### src/rtl/cpwm_pkg.sv
package cpwm_pkg;

    localparam int unsigned DEF_CNT_W = 8;
    localparam int unsigned DEF_SEL_W = 2;

    // last divider value for a rate select: (2**sel) - 1
    function automatic logic [15:0] div_last(input logic [3:0] sel);
        return (16'd1 << sel) - 16'd1;
    endfunction

endpackage

### src/rtl/cpwm_rate_div.sv
module cpwm_rate_div #(
    parameter int unsigned SEL_W = cpwm_pkg::DEF_SEL_W
) (
    input  logic             clk_i,
    input  logic             rst_ni,
    input  logic             run_i,
    input  logic [SEL_W-1:0] rate_sel_i,
    output logic             tick_o
);
    localparam int unsigned DIV_W = (1 << SEL_W) - 1;

    logic [DIV_W-1:0] div_d, div_q;
    logic [DIV_W-1:0] lim;

    always_comb begin
        lim    = DIV_W'(cpwm_pkg::div_last(4'(rate_sel_i)));
        tick_o = run_i && (div_q == lim);
        if (!run_i || tick_o) begin
            div_d = '0;
        end else begin
            div_d = div_q + DIV_W'(1);
        end
    end

    always_ff @(posedge clk_i or negedge rst_ni) begin
        if (!rst_ni) begin
            div_q <= '0;
        end else begin
            div_q <= div_d;
        end
    end

    AST_TICK_GAP: assert property (@(posedge clk_i) disable iff (!rst_ni)
        tick_o |=> (!tick_o || lim == '0));

    AST_DIV_RANGE: assert property (@(posedge clk_i) disable iff (!rst_ni)
        div_q <= lim);

endmodule

### src/rtl/cpwm_period_cnt.sv
module cpwm_period_cnt #(
    parameter int unsigned CNT_W = cpwm_pkg::DEF_CNT_W
) (
    input  logic             clk_i,
    input  logic             rst_ni,
    input  logic             run_i,
    input  logic             tick_i,
    output logic [CNT_W-1:0] cnt_q_o,
    output logic [CNT_W-1:0] cnt_d_o,
    output logic             wrap_o
);
    localparam logic [CNT_W-1:0] CNT_MAX = {CNT_W{1'b1}};

    logic [CNT_W-1:0] cnt_d, cnt_q;

    always_comb begin
        wrap_o = run_i && tick_i && (cnt_q == CNT_MAX);
        if (!run_i) begin
            cnt_d = '0;
        end else if (tick_i) begin
            cnt_d = cnt_q + CNT_W'(1);
        end else begin
            cnt_d = cnt_q;
        end
    end

    always_ff @(posedge clk_i or negedge rst_ni) begin
        if (!rst_ni) begin
            cnt_q <= '0;
        end else begin
            cnt_q <= cnt_d;
        end
    end

    assign cnt_q_o = cnt_q;
    assign cnt_d_o = cnt_d;

    AST_CNT_STEP: assert property (@(posedge clk_i) disable iff (!rst_ni)
        (run_i && tick_i) |=> cnt_q == $past(cnt_q) + CNT_W'(1));

    AST_CNT_HOLD: assert property (@(posedge clk_i) disable iff (!rst_ni)
        (run_i && !tick_i) |=> $stable(cnt_q));

    AST_IDLE_ZERO: assert property (@(posedge clk_i) disable iff (!rst_ni)
        !run_i |=> cnt_q == '0);

endmodule

### src/rtl/cpwm_cfg_hold.sv
module cpwm_cfg_hold #(
    parameter int unsigned CNT_W = cpwm_pkg::DEF_CNT_W,
    parameter int unsigned SEL_W = cpwm_pkg::DEF_SEL_W
) (
    input  logic             clk_i,
    input  logic             rst_ni,
    input  logic             load_i,
    input  logic [CNT_W-1:0] duty_i,
    input  logic             pol_i,
    input  logic [SEL_W-1:0] sel_i,
    output logic [CNT_W-1:0] duty_q_o,
    output logic             pol_q_o,
    output logic [SEL_W-1:0] sel_q_o,
    output logic [CNT_W-1:0] duty_d_o,
    output logic             pol_d_o
);
    typedef struct packed {
        logic [CNT_W-1:0] duty;
        logic             pol;
        logic [SEL_W-1:0] sel;
    } cfg_t;

    cfg_t cfg_d, cfg_q;

    always_comb begin
        cfg_d = cfg_q;
        if (load_i) begin
            cfg_d.duty = duty_i;
            cfg_d.pol  = pol_i;
            cfg_d.sel  = sel_i;
        end
    end

    always_ff @(posedge clk_i or negedge rst_ni) begin
        if (!rst_ni) begin
            cfg_q <= '{duty: '0, pol: 1'b1, sel: '0};
        end else begin
            cfg_q <= cfg_d;
        end
    end

    assign duty_q_o = cfg_q.duty;
    assign pol_q_o  = cfg_q.pol;
    assign sel_q_o  = cfg_q.sel;
    assign duty_d_o = cfg_d.duty;
    assign pol_d_o  = cfg_d.pol;

endmodule

### src/rtl/contrast_pwm.sv
module contrast_pwm #(
    parameter int unsigned CNT_W = cpwm_pkg::DEF_CNT_W,
    parameter int unsigned SEL_W = cpwm_pkg::DEF_SEL_W
) (
    input  logic             clk_i,
    input  logic             rst_ni,
    input  logic             enable_i,
    input  logic [CNT_W-1:0] duty_i,
    input  logic             polarity_i,
    input  logic [SEL_W-1:0] rate_sel_i,
    output logic             pwm_o
);
    localparam logic [CNT_W-1:0] CNT_MAX = {CNT_W{1'b1}};

    typedef struct packed {
        logic en;
        logic pwm;
    } top_state_t;

    top_state_t st_d, st_q;

    logic             run;
    logic             tick;
    logic             wrap;
    logic             load;
    logic [CNT_W-1:0] cnt_q, cnt_d;
    logic [CNT_W-1:0] duty_q, duty_d;
    logic             pol_q, pol_d;
    logic [SEL_W-1:0] sel_q;

    // the counter only runs once enable has been seen on two edges in a row,
    // so the first enabled edge parks it at zero and opens a period
    assign run  = enable_i && st_q.en;
    assign load = !enable_i || !st_q.en || wrap;

    cpwm_rate_div #(.SEL_W(SEL_W)) u_div (
        .clk_i      (clk_i),
        .rst_ni     (rst_ni),
        .run_i      (run),
        .rate_sel_i (sel_q),
        .tick_o     (tick)
    );

    cpwm_period_cnt #(.CNT_W(CNT_W)) u_cnt (
        .clk_i   (clk_i),
        .rst_ni  (rst_ni),
        .run_i   (run),
        .tick_i  (tick),
        .cnt_q_o (cnt_q),
        .cnt_d_o (cnt_d),
        .wrap_o  (wrap)
    );

    cpwm_cfg_hold #(.CNT_W(CNT_W), .SEL_W(SEL_W)) u_cfg (
        .clk_i    (clk_i),
        .rst_ni   (rst_ni),
        .load_i   (load),
        .duty_i   (duty_i),
        .pol_i    (polarity_i),
        .sel_i    (rate_sel_i),
        .duty_q_o (duty_q),
        .pol_q_o  (pol_q),
        .sel_q_o  (sel_q),
        .duty_d_o (duty_d),
        .pol_d_o  (pol_d)
    );

    // output level is formed from next-state values so the registered pin
    // lines up with the registered count
    always_comb begin
        st_d.en = enable_i;
        if (enable_i && (cnt_d < duty_d)) begin
            st_d.pwm = pol_d;
        end else begin
            st_d.pwm = !pol_d;
        end
    end

    always_ff @(posedge clk_i or negedge rst_ni) begin
        if (!rst_ni) begin
            st_q <= '{en: 1'b0, pwm: 1'b0};
        end else begin
            st_q <= st_d;
        end
    end

    assign pwm_o = st_q.pwm;

    AST_IDLE_LEVEL: assert property (@(posedge clk_i) disable iff (!rst_ni)
        !enable_i |=> pwm_o == !$past(polarity_i));

    AST_ZERO_DUTY: assert property (@(posedge clk_i) disable iff (!rst_ni)
        (st_q.en && duty_q == '0) |-> pwm_o == !pol_q);

    AST_START_LEVEL: assert property (@(posedge clk_i) disable iff (!rst_ni)
        (st_q.en && cnt_q == '0 && duty_q != '0) |-> pwm_o == pol_q);

    AST_LAST_LEVEL: assert property (@(posedge clk_i) disable iff (!rst_ni)
        (st_q.en && cnt_q == CNT_MAX) |-> pwm_o == !pol_q);

    AST_CFG_AT_WRAP: assert property (@(posedge clk_i) disable iff (!rst_ni)
        (st_q.en && enable_i && !wrap) |=> ($stable(duty_q) && $stable(pol_q) && $stable(sel_q)));

endmodule

### config.mk
export PLATFORM = sky130hd
export DESIGN_NAME = contrast_pwm
export DESIGN_NICKNAME = d
export VERILOG_FILES = /design/src/rtl/cpwm_pkg.sv /design/src/rtl/cpwm_rate_div.sv /design/src/rtl/cpwm_period_cnt.sv /design/src/rtl/cpwm_cfg_hold.sv /design/src/rtl/contrast_pwm.sv
export SDC_FILE = /design/constraint.sdc
export NUM_CORES = 1
export LEC_CHECK = 0
export BUFFER_PORTS_ARGS = -buffer_cell sky130_fd_sc_hd__buf_2
export CAP_MARGIN = 5
export CORE_MARGIN = 2
export CORE_UTILIZATION = 40
export CTS_CLUSTER_SIZE = 14
export DETAILED_ROUTE_END_ITERATION = 10
export SLEW_MARGIN = 20
export SYNTH_ARGS = -nofsm -noshare
export SYNTH_HDL_FRONTEND = slang
export SYNTH_SLANG_ARGS = --single-unit
export TNS_END_PERCENT = 100
### constraint.sdc
create_clock -name clk_i -period 7.1 [get_ports clk_i]
set_input_delay 0.71 -clock clk_i [delete_from_list [all_inputs] [get_ports clk_i]]
set_output_delay 0.71 -clock clk_i [all_outputs]
set_load 0.02 [all_outputs]
=== After elaboration in Yosys (flattened, before gate mapping) ===
Index checks and enable logic that the tools add are counted.

* Memory bits (read-only): 0
* Output and inout port bits: 1
* Latch bits: 0
* Register bits after elaboration: 24
* RAM bits: 0
* Memories: 0

* $mul: 0
* Div/mod/pow operators: 0
* Bitwise logic cells: 0
* Order comparisons: 1
* Eq/ne operators: 2
* Muxes and demuxes: 5
* Shift-type cells: 1
* Add/subtract/negate cells: 3
* Reduce and logical (&&, ||, !) cells: 12

{| class="wikitable"
|+ Operators with widths
! cell !! number
|-
| 8-bit 2-to-1 mux || 2
|-
| 11-bit 2-to-1 mux || 1
|-
| 8-bit by 1-bit adder with 8-bit output (second input constant) || 1
|-
| 8-bit == test (second input constant) || 1
|-
| 8-bit less-than comparator || 1
|-
| 1-bit logical AND || 5
|-
| 1-bit logical NOT || 4
|-
| 3-bit by 1-bit adder with 3-bit output (second input constant) || 1
|-
| 3-bit == test || 1
|-
| 1-bit logical OR || 3
|-
| 3-bit 2-to-1 mux || 1
|-
| 1-bit by 2-bit left shift with 3-bit output (first input constant) || 1
|-
| 3-bit by 1-bit subtractor with 3-bit output (second input constant) || 1
|-
| 1-bit 2-to-1 mux || 1
|}

=== Longest topological paths before layout ===
* Depth in word-level cells: 11
* Gate-level depth with buffers: 14
* Gate-level depth less buffers: 13

=== Modules after synthesis ===
Synthesis repeated with hierarchy kept, for this count alone.

* Cells, all modules: 108
* Area total of the unflattened synthesis: 1328.8 sq um

{| class="wikitable"
|+ Modules (own cells, without submodules)
! module !! cells an instance !! times used !! seq. area each (sq um) !! area an instance (sq um)
|-
| cpwm_cfg_hold || 23 || 1 || 276.5 || 449.2
|-
| cpwm_period_cnt || 39 || 1 || 200.2 || 415.4
|-
| contrast_pwm || 28 || 1 || 50.0 || 285.3
|-
| cpwm_rate_div || 18 || 1 || 75.1 || 178.9
|}

=== Worst setup path before layout ===
OpenSTA, ideal clock, no wires.

* Path type: flip-flop to flip-flop
* Start point: register u_cfg.cfg_q (netlist bit u_cfg.sel_q_o[0])
* End point: register st_q (netlist bit pwm_o)
* Stages on the path, launching flop included: 15
* Clock period less this slack: 2.844 ns
* Data required time: 7.020 ns
* Data arrival time: 2.764 ns
* Buffers on the path: 1
* Path slack: 4.256 ns
* Cells stage by stage: dfrtp_1 -> or2_4 -> a2111oi_4 -> a41o_2 -> buf_6 -> nand4_4 -> or3_1 -> a21oi_1 -> ha_1 -> a21oi_1 -> nor2b_1 -> o21ai_0 -> nand4b_1 -> a21oi_1 -> xnor2_1

{| class="wikitable"
|+ RTL lines
! what !! line !! source
|-
| start: declaration || cpwm_cfg_hold.sv:23 || <nowiki>cfg_t cfg_d, cfg_q;</nowiki>
|-
| start signal: assignment || cpwm_cfg_hold.sv:36 || <nowiki>cfg_q <= '{duty: '0, pol: 1'b1, sel: '0};</nowiki>
|-
| start signal: assignment || cpwm_cfg_hold.sv:38 || <nowiki>cfg_q <= cfg_d;</nowiki>
|-
| end signal: assignment || contrast_pwm.sv:81 || <nowiki>st_q <= '{en: 1'b0, pwm: 1'b0};</nowiki>
|-
| end signal: assignment || contrast_pwm.sv:83 || <nowiki>st_q <= st_d;</nowiki>
|-
| end: declaration || contrast_pwm.sv:20 || <nowiki>top_state_t st_d, st_q;</nowiki>
|}

==> flow_summary.toml <==
[critical_path]
cp_slowest_cell = "dfrtp_1"
crit_chain = "or2_4, a2111oi_4, a41o_2, a31o_2, mux2_2, inv_1, ha_1, a21oi_1, nor2b_1, o21ai_0, nand4b_1, a21oi_1, xnor2_1"
end_kind = "flip-flop"
crit_path_max_incr_delay_ns = 0.44
required_ns = 7.34
critPathKind = "reg2reg"
critPathMaxFanout = 11
startpoint_type = "flip-flop"
worstPathArrival_ns = 3.57
critical_path.most_common_cell = "a21oi_1"

[run_status]
status = "complete, no violations"

[route]
wl_per_cell_microns = 12.58
avgViaCountPerCell = 5.064
wl_mm = 2.164
dr_total_vias = 871
drt-initial-drc-count = 23
first_pass_iters = 4
drc = 0
ant_nets = 0

[sta]
timing.fmax_mhz = 300.4
setup_viol = 0
slew_violations = 0
slew_headroom = 0.6411
layout_min_cycle_time_ns = 3.328
hold_viol = 0
fin_skew_ns = 0.008909
setup_ws_ns = 3.772
rsz0062_at_grt = "false"
worst_slew_pin_slew_ns = 0.5384
fin_crit_sh = 0.4688
tns_ns = 0

[cells_and_area]
num_antenna_cells = 0
final_nets = 152
final_util = 0.4619
drive_gt1_frac = 0.2266
areaGrowthSynthToFinish_pct = 10.49
multi_input_area_sq_um = 613.1
fill_cells = 319
regArea_sq_um = 601.8

[synthesis]
synth_seq_cells = 24
synth.avg_cell_area_sq_um = 11.19
netlist_area_sq_um = 1276
ys_warn_count = 0
synth_cells = 114
synth_cell_types = 31
ys_seq_area_frac = 0.4716
syn_nets = 137

[die]
die_area_sq_um = 3658
start_util = 0.4180
rows = 20
die_h_microns = 60.49
core_area_sq_um = 3053
pin_count = 15
die_w_microns = 60.49

[placed_design]
portBuffers = 14
gp_congestion = 0.7369
dp_slack_ns = 3.813
dp_hpwl_mm = 1.632

[job]
drv_cap = 0

[power]
power.internal_uw = 190.3
p_clk_frac = 0.281
p_leak_uw = 0.0006893
p_comb_frac = 0.129
seqPwrFrac = 0.590
p_sw_uw = 61.26
swShare = 0.2435
p_per_area_nw_per_um2 = 178.4
ir_drop_uv = 150.7

[cts]
htreeDepth = 1
clock_sinks = 24
clkTransAtPathRegs_ns = 0.13
cts_setup_buffers = 0
clock-root-buffer = "clkbuf_4"
post_cts_resized = 0
clock_path_buffers = 2
clock_latency_ns = 0.31
cts_tree = "built"
cts_inserted_buffers = 3
cts_hold_buf = 0

[grt]
overflow = 0
grt_pass1_vias = 936
antenna_found_initial = 0
grt_pass1_wl_mm = 3.870
grt_max_degree = 25
grtUsageTotal = 0.1434

[hold_path]
hold_class = "in2async"
[registers in the layout, summed over array words and instances (netlist names)]
| name | count |
|---|---|
| u_cfg.duty_q_o | 8 |
| st_q | 1 |
| u_cnt.cnt_q_o | 8 |
| u_div.div_q | 3 |
| u_cfg.pol_q_o | 1 |
| pwm_o | 1 |
| u_cfg.sel_q_o | 2 |
[placed cells by master (no fill, tap or decap), drive strengths merged, types with 3 or more instances in the layout]
master  netlist  layout
dfrtp        23      23
buf           3      14
inv           9       9
ha            9       9
mux2i         8       8
nand2         7       7
nor2          7       7
a21oi         6       6
nand4         6       6
mux2          5       5
xnor2         4       4
xor2          4       4
o21ai         4       4
clkbuf        1       4
nor3          3       3
[stage by stage]
| stage | hold WS (ns) | area (sq um) | total power (uW) | instances |
|---|---|---|---|---|
| 2_1_floorplan | 0.4144 | 1276 | 174.1 | 114 |
| 3_3_place_gp | 0.4703 | 1374 | 183.8 | 168 |
| 3_5_place_dp | 0.4745 | 1374 | 184.3 | 168 |
| 4_1_cts | 0.3574 | 1410 | 256.8 | 172 |
| 5_1_grt | 0.3711 | 1410 | 266.6 | 172 |
| 6_report | 0.3524 | 1410 | 251.6 | 172 |
[synth_stat cells]
master      n  area [sq um]
or3_1       2         12.51
a211o_1     1         8.760
a31o_2      1         8.760
dfrtp_1    23         575.6
a2111oi_4   1         27.53
a31oi_1     1         6.260
xnor2_1     4         35.03
nor3_1      3         15.01
nand4b_1    1         8.760
mux2i_1     8         80.08
inv_1       9         33.78
nand4_4     1         21.27
or2_4       1         8.760
a41o_2      1         11.26
a21oi_1     6         30.03
nor3b_1     1         7.510
nor2_1      7         26.28
nor2b_1     1         6.260
buf_2       1         5.000
nand4_1     5         31.28
buf_6       1         11.26
buf_4       1         7.510
and3_1      2         12.51
o21ai_0     4         20.02
dfstp_2     1         26.28
mux2_2      5         56.30
xor2_1      4         35.03
clkbuf_1    1         3.750
nand3_1     1         5.000
nand2_1     7         26.28
ha_1        9         112.6
[power groups by stage]
| stage | sequential, uW | combinational, uW | clock (uW) |
|---|---|---|---|
| 6_report | 148 | 32.5 | 70.8 |
| 5_1_grt | 149 | 37.0 | 80.1 |
| 4_1_cts | 149 | 33.4 | 74.9 |
| 3_5_place_dp | 151 | 33.1 | 0 |
| 3_3_place_gp | 151 | 32.9 | 0 |
| 2_1_floorplan | 151 | 22.8 | 0 |
[layer usage]
metal / share of wire / vias up / GRT usage
met5: 0 / - / 0
met4: 0.020 / 0 / 0.06522
met3: 0.046 / 5 / 0.01919
met2: 0.46 / 20 / 0.2531
met1: 0.48 / 419 / 0.1743
li1: - / 427 / -
[cell families after synthesis]
family,share of synthesized area
buffers and inverters,0.04803
XOR/XNOR,0.05490
multiplexers,0.1069
flip-flops,0.4716
adder cells (fa/ha/maj),0.08824
AO/OA/AOI/OAI,0.08824
AND/OR/NAND/NOR,0.1422
[worst max-delay path, delay by kind of cell, from the launching register on]
family	cells	cell delay (ns)
adders and majority gates	1	0.23
DFF	1	0.44
and+or+nand+nor	3	0.45
muxes	1	0.40
AOI/OAI and AO/OA	6	1.55
buffers and inverters	1	0.06
xor gates and xnor gates	1	0.13
[path summary, 6_finish.rpt]
kind | start | endpoint | slack, ns | cells past startpoint
setup / recovery | u_cfg.sel_q_o[0]$_DFFE_PN0N_ | pwm_o$_DFF_PN0_ | 3.77 | 13
hold / removal | rst_ni | u_cfg.duty_q_o[6]$_DFF_PN0_ | 0.35 | 1
setup reg to reg | u_cfg.sel_q_o[0]$_DFFE_PN0N_ | pwm_o$_DFF_PN0_ | 3.77 | 13
hold reg to reg | u_cfg.duty_q_o[2]$_DFF_PN0_ | u_cfg.duty_q_o[2]$_DFF_PN0_ | 0.50 | 2
max in group asynchronous | rst_ni | u_cfg.pol_q_o$_DFF_PN1_ | 6.36 | 1
min in group clk_i | u_cfg.duty_q_o[2]$_DFF_PN0_ | u_cfg.duty_q_o[2]$_DFF_PN0_ | 0.50 | 2
[layout make-up]
cell class              instances  share of cell area
repair buffers                 14             0.04969
well taps                      44             0.03904
inverters                       9             0.02396
clock buffers                   4             0.02573
multi-input cells              77              0.4348
flip-flops and latches         24              0.4268
Note: power is estimated with default switching activity, not from simulation.
